File: config.mk
export PLATFORM = sky130hd
export DESIGN_NAME = gpio_port
export DESIGN_NICKNAME = d
export VERILOG_FILES = /design/src/rtl/gpio_port_pkg.sv /design/src/rtl/gpio_ctrl_reg.sv /design/src/rtl/gpio_data_latch.sv /design/src/rtl/gpio_in_sync.sv /design/src/rtl/gpio_pin_cell.sv /design/src/rtl/gpio_port.sv
export SDC_FILE = /design/constraint.sdc
export NUM_CORES = 1
export LEC_CHECK = 0
export BUFFER_PORTS_ARGS = -buffer_cell sky130_fd_sc_hd__buf_4
export CORE_MARGIN = 4
export CORE_UTILIZATION = 48
export CTS_CLUSTER_SIZE = 12
export DETAILED_ROUTE_END_ITERATION = 8
export PLACE_DENSITY = 0.82
export SYNTH_ARGS = -nofsm -noshare
export SYNTH_HDL_FRONTEND = slang
export SYNTH_SLANG_ARGS = --single-unit
File: constraint.sdc
create_clock -name clk -period 2.85 [get_ports clk]
set_input_delay 0.855 -clock clk [delete_from_list [all_inputs] [get_ports clk]]
set_output_delay 0.855 -clock clk [all_outputs]
set_load 0.01 [all_outputs]
File: src/rtl/gpio_port_pkg.sv
package gpio_port_pkg;
   localparam int unsigned BUS_W      = 32;
   localparam int unsigned OFS_CTRL   = 0;
   localparam int unsigned OFS_DATA   = 4;
   localparam int unsigned BITS_PER_PIN = 2;

   typedef enum logic [1:0] {
      SEL_NONE = 2'd0,
      SEL_CTRL = 2'd1,
      SEL_DATA = 2'd2
   } reg_sel_e;
endpackage

File: src/rtl/gpio_ctrl_reg.sv
module gpio_ctrl_reg #(
   parameter int unsigned WIDTH = 32
) (
   input  logic             clk,
   input  logic             rst_n,
   input  logic             wr_en,
   input  logic [WIDTH-1:0] wr_data,
   output logic [WIDTH-1:0] q
);
   always_ff @(posedge clk or negedge rst_n) begin
      if (!rst_n)     q <= '0;
      else if (wr_en) q <= wr_data;
   end
endmodule

File: src/rtl/gpio_data_latch.sv
module gpio_data_latch #(
   parameter int unsigned WIDTH = 16
) (
   input  logic             clk,
   input  logic             wr_en,
   input  logic [WIDTH-1:0] wr_data,
   output logic [WIDTH-1:0] q
);
   // No reset by intent: contents survive every reset.
   always_ff @(posedge clk) begin
      if (wr_en) q <= wr_data;
   end
endmodule

File: src/rtl/gpio_in_sync.sv
module gpio_in_sync #(
   parameter int unsigned WIDTH  = 16,
   parameter int unsigned STAGES = 2
) (
   input  logic             clk,
   input  logic             rst_n,
   input  logic [WIDTH-1:0] d,
   output logic [WIDTH-1:0] q
);
   logic [WIDTH-1:0] stage [STAGES];

   always_ff @(posedge clk or negedge rst_n) begin
      if (!rst_n) stage[0] <= '0;
      else        stage[0] <= d;
   end

   for (genvar s = 1; s < STAGES; s++) begin : g_stage
      always_ff @(posedge clk or negedge rst_n) begin
         if (!rst_n) stage[s] <= '0;
         else        stage[s] <= stage[s-1];
      end
   end

   assign q = stage[STAGES-1];
endmodule

File: src/rtl/gpio_pin_cell.sv
module gpio_pin_cell (
   input  logic dir_out,
   input  logic pu_off,
   input  logic latch_bit,
   input  logic synced_in,
   output logic oe,
   output logic pu_en,
   output logic out_val,
   output logic rd_bit
);
   assign oe      = dir_out;
   assign pu_en   = ~pu_off & ~dir_out;
   assign out_val = latch_bit;
   assign rd_bit  = dir_out ? latch_bit : synced_in;
endmodule

File: src/rtl/gpio_port.sv
module gpio_port
   import gpio_port_pkg::*;
#(
   parameter int unsigned PIN_COUNT   = 16,
   parameter int unsigned ADDR_W      = 4,
   parameter int unsigned SYNC_STAGES = 2
) (
   input  logic                 clk,
   input  logic                 rst_n,
   input  logic [ADDR_W-1:0]    bus_addr,
   input  logic                 bus_we,
   input  logic [BUS_W-1:0]     bus_wdata,
   output logic [BUS_W-1:0]     bus_rdata,
   input  logic [PIN_COUNT-1:0] pad_in,
   output logic [PIN_COUNT-1:0] pad_out,
   output logic [PIN_COUNT-1:0] pad_oe,
   output logic [PIN_COUNT-1:0] pad_pu_en
);
   localparam int unsigned CTRL_W = BITS_PER_PIN * PIN_COUNT;

   if (PIN_COUNT < 1 || CTRL_W > BUS_W) begin : g_bad_pins
      $error("gpio_port: PIN_COUNT must be 1..%0d", BUS_W / BITS_PER_PIN);
   end
   if (SYNC_STAGES < 2) begin : g_bad_sync
      $error("gpio_port: SYNC_STAGES must be at least 2");
   end
   if ((1 << ADDR_W) <= OFS_DATA) begin : g_bad_addr
      $error("gpio_port: ADDR_W too narrow for the register map");
   end

   reg_sel_e              sel;
   logic [CTRL_W-1:0]     ctrl_q;
   logic [PIN_COUNT-1:0]  latch_q;
   logic [PIN_COUNT-1:0]  synced;
   logic [PIN_COUNT-1:0]  rd_bits;

   always_comb begin
      if (bus_addr == ADDR_W'(OFS_CTRL))      sel = SEL_CTRL;
      else if (bus_addr == ADDR_W'(OFS_DATA)) sel = SEL_DATA;
      else                                    sel = SEL_NONE;
   end

   gpio_ctrl_reg #(.WIDTH(CTRL_W)) u_ctrl (
      .clk     (clk),
      .rst_n   (rst_n),
      .wr_en   (bus_we && sel == SEL_CTRL),
      .wr_data (bus_wdata[CTRL_W-1:0]),
      .q       (ctrl_q)
   );

   gpio_data_latch #(.WIDTH(PIN_COUNT)) u_latch (
      .clk     (clk),
      .wr_en   (bus_we && sel == SEL_DATA),
      .wr_data (bus_wdata[PIN_COUNT-1:0]),
      .q       (latch_q)
   );

   gpio_in_sync #(.WIDTH(PIN_COUNT), .STAGES(SYNC_STAGES)) u_sync (
      .clk   (clk),
      .rst_n (rst_n),
      .d     (pad_in),
      .q     (synced)
   );

   for (genvar p = 0; p < PIN_COUNT; p++) begin : g_pin
      gpio_pin_cell u_cell (
         .dir_out   (ctrl_q[BITS_PER_PIN*p]),
         .pu_off    (ctrl_q[BITS_PER_PIN*p+1]),
         .latch_bit (latch_q[p]),
         .synced_in (synced[p]),
         .oe        (pad_oe[p]),
         .pu_en     (pad_pu_en[p]),
         .out_val   (pad_out[p]),
         .rd_bit    (rd_bits[p])
      );
   end

   always_comb begin
      case (sel)
         SEL_CTRL: bus_rdata = BUS_W'(ctrl_q);
         SEL_DATA: bus_rdata = BUS_W'(rd_bits);
         default:  bus_rdata = '0;
      endcase
   end
endmodule

-- Yosys cells after proc, flatten, opt, wreduce, memory -nomap -nowiden
Cells that the tools add are included.
- equality and inequality tests: 3
- muxes and demuxes: 19
- bitwise logic cells: 48
- reduce and logical (&&, ||, !) cells: 3
- operators with widths (kind ; number):
    $pmux W32 S2 ; 1
    $not A1 Y1 ; 32
    $and A1 B1 Y1 ; 16
    $mux W1 ; 16
    $eq A4 B3 Y1 const B ; 1
    $logic_not A4 Y1 ; 1
    $mux W2 ; 2
    $eq A2 B1 Y1 const B ; 1
    $eq A2 B2 Y1 const B ; 1
    $logic_and A1 B1 Y1 ; 2
- flip-flop bits (word level): 80
- bits of input ports: 55
- output and inout bits: 80
- logic and storage cells: 77

-- Longest topological paths before layout
Gate-level depths: netlist (run 1).
- depth in word-level cells: 5
- gate-level depth with buffers: 5

-- Modules after synthesis
Synthesis (run 1) repeated with hierarchy kept, for this count alone.
- cells, all modules: 255
- area, all modules: 3712.3 µm²
- modules (own cells, without submodules) (module ; times used ; cells each ; area each (µm²)):
    gpio_ctrl_reg ; 1 ; 68 ; 1345.0
    gpio_in_sync ; 1 ; 48 ; 920.9
    gpio_pin_cell ; 16 ; 4 ; 33.8
    gpio_data_latch ; 1 ; 16 ; 480.5
    gpio_port ; 1 ; 59 ; 425.4

-- Worst setup path before layout (run 1)
Ideal clock, no wire load.
- kind: input to output
- from: input bus_addr[3]
- to: output bus_rdata[16]
- data arrival time: 1.975 ns
- setup slack: 0.020 ns
- stages on the path: 5
- cells stage by stage: or3_1 > buf_6 > nor2_1 > clkbuf_1 > and2_1
- longest elaborated chain between the ends: 5
- elaborated cells between the ends (all ways): 7
- classes of those cells: eq/ne (3); mux (3); reduce/logical (1)
- RTL lines (item ; line ; source):
    start: declaration ; gpio_port.sv:10 ; input logic [ADDR_W-1:0] bus_addr,
    $eq A4 B3 Y1 ; gpio_port.sv:39 ; else if (bus_addr == ADDR_W'(OFS_DATA)) sel = SEL_DATA;
    $mux W2 ; gpio_port.sv:39 ;
    $mux W2 (*) ; gpio_port.sv:38 ; if (bus_addr == ADDR_W'(OFS_CTRL)) sel = SEL_CTRL;
    $eq A2 B2 Y1 or $eq A2 B1 Y1 (tied branches) ; gpio_port.sv:79 ; case (sel)
    $pmux W32 S2 (*) ; gpio_port.sv:79 ;
    end: declaration ; gpio_port.sv:13 ; output logic [BUS_W-1:0] bus_rdata,
Every way passes the cells marked *; elsewhere a longest branch is shown, timed or not.

-- Worst setup path after layout (run 1)
- from: input bus_addr[3]
- to: output bus_rdata[6]
Same word-level chain as after synthesis.

==> reports/metrics.cfg, run 1 <==
[pwr]
power_uw=2730
irDropWorstVdd_v=0.000491
leakagePower_uw=0.00207
p_per_area_nw_per_um2=620

[timing]
fmax_ghz=0.353
relSlewSlack=0.461
drv_slew=0
fin_setup_tns_ns=0
rsz0062_at_grt=true
skew_ns=0.00202
worstMarginPinSlew_ns=0.808
hold_viol=0
fin_crit_ns=2.84
setup_viol=0
period_share=0.995

[synthesis]
yosysUniqueCellTypes=19
netlist_area_um2=3410
synth_fp_nets=311
netlist_instances=256
ys_seq_area_frac=0.611
ys_warn_count=0
ys_seq_elements=80
synth_area_per_cell_um2=13.3

[setup_path]
required_ns=2.00
crit_path_start_kind=primary input
critPathKind=primary input to primary output
cp-end-kind=primary output
crit_path_max_fanout=7
critical_path_arrival_ns=1.98

[floorplan]
fp.dieArea_um2=8510
num_rows=30
pin_count=135
coreArea_um2=6830
die-height_um=92.3
dieWidth_um=92.3
start_util=0.499

[hold_path]
hold_class=flop to flop

[placement]
numPortBuffers=134
place_area_um2=4190
gp_congestion=0.747
numPlacedInstances=434
place_hpwl_mm=5.18

[global_routing]
grt_pass1_vias=2221
grt_pass1_wl_mm=11.4
grt_max_degree=65
grt_util_all_layers=0.174
globalRouteOverflowTotal=0
antenna_found_initial=0

[route]
drt_iter0_markers=62
postRouteWirelength_mm=7.33
ant_nets=0
via_per_inst=4.82
wl_per_cell_um=16.3
vias=2167
drc=0
dr.pass1.iters=4

[cts]
clk_path_buf_depth=2
htree_levels=3
cts-buffers-inserted=9
clock-root-buffer=clkbuf_8
cts.sinks=80
ctsHoldBuffers=0
cts_tree=done
clk_pin_slew_ns=0.07
clk_latency_ns=0.34

[run]
maxCapViolCount=0

[final_layout]
n_antenna_cell=0
final_common_cell=buf_4
register_area_um2=2080
drive_gt1_frac=0.540
fin_cells=450
fin_nets=405
area_growth_pct=29.0
layout_common_cells=buf_4 (136), dfrtp_1 (64), nor2_1 (31)
multi_input_area_um2=923
design_area_um2=4390
fillers=547

[run_status]
outcome=finished clean

state kept, by name, summed over array words and instances (netlist names):
register	cells
u_sync.q	16
u_latch.q	16
u_sync.stage	16
u_ctrl.q	32
metal layers:
metal | global-route usage | wire [um] | vias to the layer above
met5 | 0 | 0 | -
met4 | 0.0767 | 152 | 0
met3 | 0.0500 | 596 | 12
met2 | 0.296 | 3770 | 94
met1 | 0.206 | 2820 | 1052
li1 | - | - | 1009
through the flow:
stage / util / worst slack (ns) / hold WS [ns]
5_1_grt: 0.643 / -0.0328 / 0.357
3_5_place_dp: 0.613 / -0.0356 / 0.335
2_1_floorplan: - / 0.0195 / 0.331
4_1_cts: 0.640 / 0.0184 / 0.351
6_report: 0.643 / 0.0132 / 0.350
3_3_place_gp: 0.613 / -0.0122 / 0.333
synth_stat cells:
| library cell | n | area share |
|---|---|---|
| a211oi_1 | 15 | 0.033 |
| a21oi_1 | 1 | 0.0015 |
| and2_1 | 16 | 0.029 |
| buf_1 | 2 | 0.0022 |
| buf_4 | 48 | 0.11 |
| buf_6 | 4 | 0.013 |
| clkbuf_1 | 4 | 0.0044 |
| dfrtp_1 | 64 | 0.47 |
| edfxtp_1 | 16 | 0.14 |
| inv_1 | 1 | 0.0011 |
| mux2_1 | 3 | 0.0099 |
| mux2_2 | 29 | 0.096 |
| mux2i_1 | 15 | 0.044 |
| nand2_1 | 1 | 0.0011 |
| nand3b_1 | 1 | 0.0022 |
| nor2_1 | 33 | 0.036 |
| nor3b_4 | 1 | 0.0055 |
| o21ai_0 | 1 | 0.0015 |
| or3_1 | 1 | 0.0018 |
repair_timing:
item | in CTS | in global routing
gates cloned | 0 | 1
hold endpoints to repair | 0 | 0
resized for setup | 4 | 6
setup endpoints to repair | 22 | 17
setup buffers | 0 | 0
layout make-up:
class	count	area share
clock buffers	10	0.0313
clock inverters	5	0.00541
inverters	1	0.000854
multi-input cells	117	0.210
flip-flops and latches	80	0.474
well taps	96	0.0273
repair buffers	141	0.251
power breakdown:
part           leakage (uW)  switching (uW)  total, uW  internal [uW]
Combinational       0.00107             243        592            349
Sequential         0.000910             129       1430           1300
Clock             0.0000891             379        705            326
Total               0.00207             751       2730           1980
worst max-delay path, stage by stage:
cell	delay, ns
buf_4	0.11
or3_4	0.42
buf_4	0.18
a211oi_1	0.24
buf_4	0.18
kinds of logic after synthesis:
kind of cell,Yosys count,synth area share
simple gates,53,0.0764
flops,80,0.611
compound gates,17,0.0360
mux,47,0.150
buf+inv,59,0.127
final timing paths:
kind | start | end | slack (ns) | cells past startpoint
min in group asynchronous | rst_n | u_sync.stage[16]$_DFF_PN0_ | 0.60 | 1
worst max register to register | u_ctrl.q[12]$_DFFE_PN0P_ | u_ctrl.q[12]$_DFFE_PN0P_ | 1.98 | 1
max in group asynchronous | rst_n | u_sync.q[9]$_DFF_PN0_ | 1.72 | 1
worst min-delay path | u_sync.stage[18]$_DFF_PN0_ | u_sync.q[2]$_DFF_PN0_ | 0.35 | 0
worst min register to register | u_sync.stage[18]$_DFF_PN0_ | u_sync.q[2]$_DFF_PN0_ | 0.35 | 0
worst max-delay path | bus_addr[3] | bus_rdata[6] | 0.01 | 5
Note: power is estimated with default switching activity, not from simulation.
==> run 2, diff against run 1 <==
--- a/config.mk
+++ b/config.mk
@@ -5,12 +5,13 @@
 export SDC_FILE = /design/constraint.sdc
 export NUM_CORES = 1
 export LEC_CHECK = 0
+export ABC_AREA = 1
 export BUFFER_PORTS_ARGS = -buffer_cell sky130_fd_sc_hd__buf_4
 export CORE_MARGIN = 4
-export CORE_UTILIZATION = 48
+export CORE_UTILIZATION = 49
 export CTS_CLUSTER_SIZE = 12
 export DETAILED_ROUTE_END_ITERATION = 8
-export PLACE_DENSITY = 0.82
+export PLACE_DENSITY = 0.83
 export SYNTH_ARGS = -nofsm -noshare
 export SYNTH_HDL_FRONTEND = slang
 export SYNTH_SLANG_ARGS = --single-unit
==> run 2 against run 1 <==
Effect of this change:
- combinational power down 3%
- wire length grew 21%
- critical path depth increased by 2
- maximum frequency increased by 5.9%
- die area is 3.6% higher
- cell count is 30% higher
- clock power increased by 22%
- worst setup slack improved by 0.16 ns
- register-to-register slack better by 0.13 ns
- power grew 4.4%
- largest power group unchanged
==> reports/metrics.cfg, run 2 <==
[global_routing]
antenna_found_initial=0  ; unchanged
use_met1=0.259  ; +0.0530
grt_pass1_wl_mm=14.1  ; +24%
met3_usage=0.0393  ; -0.0108
globalRouteOverflowTotal=0  ; unchanged
use_met2=0.351  ; +0.0551
top_usage_layer=met2
grt_util_all_layers=0.206  ; +0.0314
grt_max_degree=65  ; unchanged
grt_pass1_vias=2913  ; +31%

[timing]
fin_setup_tns_ns=0  ; unchanged
setup_viol=0  ; unchanged
worstMarginPinSlew_ns=0.799  ; -0.00936 ns
drv_slew=0  ; unchanged
hold_viol=0  ; unchanged
period_share=0.940  ; -0.0555
fin_crit_ns=2.68  ; -0.158 ns
skew_ns=0.0123  ; +0.0102 ns
fmax_ghz=0.373  ; +5.9%
rsz0062_at_grt=false
relSlewSlack=0.468  ; +0.00624

[placement]
place_hpwl_mm=6.35  ; +22%
numPortBuffers=134  ; unchanged
numPlacedInstances=570  ; +31%
gp_congestion=0.842  ; +13%

[setup_path]
rrSetupSlack_ns=2.11  ; +0.13 ns
required_ns=2.00  ; about the same
crit_path_top_delay_cell=nor2_4
rr_startpoint=u_ctrl.q[12]$_DFFE_PN0P_
cp-end-kind=primary output
critical_path_arrival_ns=1.82  ; -0.16 ns
crit_path_start_kind=primary input
crit_chain=buf_4, inv_1, nand2_1, nor2_4, nand2_1, nand2_1, buf_4
cpPeakStageDelay_ns=0.38  ; -0.04 ns
rr_worst_depth=2  ; +1
critPathKind=primary input to primary output
worstPathBufferInverterCount=3  ; unchanged
timing.rr.end=u_ctrl.q[12]$_DFFE_PN0P_
cpMostUsedCell=nand2_1
critPathTopFamily=simple AND/OR/NAND/NOR gates
crit_path_max_fanout=16  ; +9

[route]
postRouteWirelength_mm=8.86  ; +21%
via_per_inst=4.98  ; +3.4%
dr.pass1.iters=5  ; +1
vias=2918  ; +35%
drc=0  ; unchanged
ant_nets=0  ; unchanged
drt_iter0_markers=127  ; +100%
wl_per_cell_um=15.1  ; -7.2%

[cts]
cts.sinks=80  ; unchanged
post_cts_buffers=0  ; unchanged
ctsHoldBuffers=0  ; unchanged
cts-buffers-inserted=9  ; unchanged
clock-root-buffer=clkbuf_8
cts_tree=done
cts_resized=0  ; -4
htree_levels=3  ; unchanged
clk_pin_slew_ns=0.07  ; about the same
clk_latency_ns=0.34  ; about the same
clk_path_buf_depth=2  ; unchanged

[pwr]
leakagePower_uw=0.00240  ; +16%
irDropWorstVdd_v=0.000277  ; -44%
p_per_area_nw_per_um2=620  ; about the same
power_uw=2850  ; +4.4%

[floorplan]
fp.dieArea_um2=8820  ; +3.6%
start_util=0.501  ; +0.00250
coreArea_um2=7210  ; +5.6%
dieWidth_um=93.9  ; +1.8%
pin_count=135  ; unchanged
num_rows=31  ; +3.3%
die-height_um=93.9  ; +1.8%

[final_layout]
fin_util=0.636  ; -0.00708
drive_gt1_frac=0.329  ; -0.211
layout_common_cells=buf_4 (140), nand2_1 (130), dfrtp_1 (64)
fin_cells=586  ; +30%
area_growth_pct=26.9
fin_nets=537  ; +33%
top_register=u_ctrl.q
largest_register_ffs=32  ; unchanged
n_antenna_cell=0  ; unchanged
final_common_cell=buf_4

[run]
maxCapViolCount=0  ; unchanged

[synthesis]
synthArstFlopShare=0.800  ; unchanged
synth-edff-count=16  ; unchanged
netlist.area_leader.share=0.443  ; -0.0272
netlist_instances=396  ; +55%
synth_common_cells=nand2_1 (130), dfrtp_1 (64), buf_4 (52)
synth_most_common_cell=nand2_1
netlist_area_um2=3620  ; +6.1%
yosys-top-cells-area=dfrtp_1 (44%), nand2_1 (13%), edfxtp_1 (13%)
synthFlopType=dfrtp_1
yosys.area.top_type=dfrtp_1
ys_warn_count=0  ; unchanged
ys_seq_area_frac=0.576  ; -0.0353
yosysUniqueCellTypes=15  ; -4
synth_area_per_cell_um2=9.13  ; -31%
synth_fp_nets=451  ; +45%
ys_seq_elements=80  ; unchanged

[hold_path]
holdPathStages=0  ; unchanged
hold_class=flop to flop
min_from=u_sync.stage[31]$_DFF_PN0_
holdPathEnd=u_sync.q[15]$_DFF_PN0_

[run_status]
outcome=finished clean

run 2: cell count changes after synthesis, sizes merged, moves of 16 or more:
cell / before / now
nand2: 1 / 130
mux2: 32 / 0
nand4: 0 / 32
and2: 16 / 0
nand3: 0 / 17
inv: 1 / 26
run 2: logic make-up after synthesis:
family | share of synthesized area
flops | 0.576
compound gates | 0.0111
simple gates | 0.258
buf+inv | 0.155
run 2: worst max path at each step:
stage / from / to / slack, ns / cells after the start
2_1_floorplan: bus_we / u_latch.q[0]$_DFFE_PP_ / 0.13 / 2
3_5_place_dp: bus_addr[3] / bus_rdata[12] / 0.16 / 7
5_1_grt: bus_addr[1] / bus_rdata[14] / 0.04 / 7
6_report: bus_addr[3] / bus_rdata[12] / 0.17 / 7
3_3_place_gp: bus_addr[1] / bus_rdata[13] / 0.22 / 7
4_1_cts: bus_addr[3] / bus_rdata[12] / 0.15 / 7
run 2: metal layers:
layer	vias to the layer above	part of all wire
li1	1388	-
met1	1403	0.42
met2	111	0.50
met3	16	0.067
met4	0	0.019
met5	-	0
run 2: area by class of cell:
| class | instances | area, um2 |
|---|---|---|
| clock buffers | 15 | 210 |
| multi-input cells | 223 | 980 |
| well taps | 99 | 124 |
| fillers | 620 | 2630 |
| repair buffers | 142 | 1090 |
| inverters | 26 | 97.6 |
| clock inverters | 1 | 5.00 |
| flip-flops and latches | 80 | 2080 |
run 2: through the flow:
step / cell area [um2] / hold slack [ns] / setup slack [ns]
after floorplan: 3620 / 0.331 / 0.130
after global placement: 4370 / 0.331 / 0.216
after detailed placement: 4370 / 0.336 / 0.155
after CTS: 4590 / 0.351 / 0.154
after global routing: 4590 / 0.362 / 0.0426
final: 4590 / 0.349 / 0.171
run 2: power breakdown:
part | internal, uW | switching [uW]
Sequential | 1290 | 126
Clock | 476 | 381
Combinational | 282 | 294
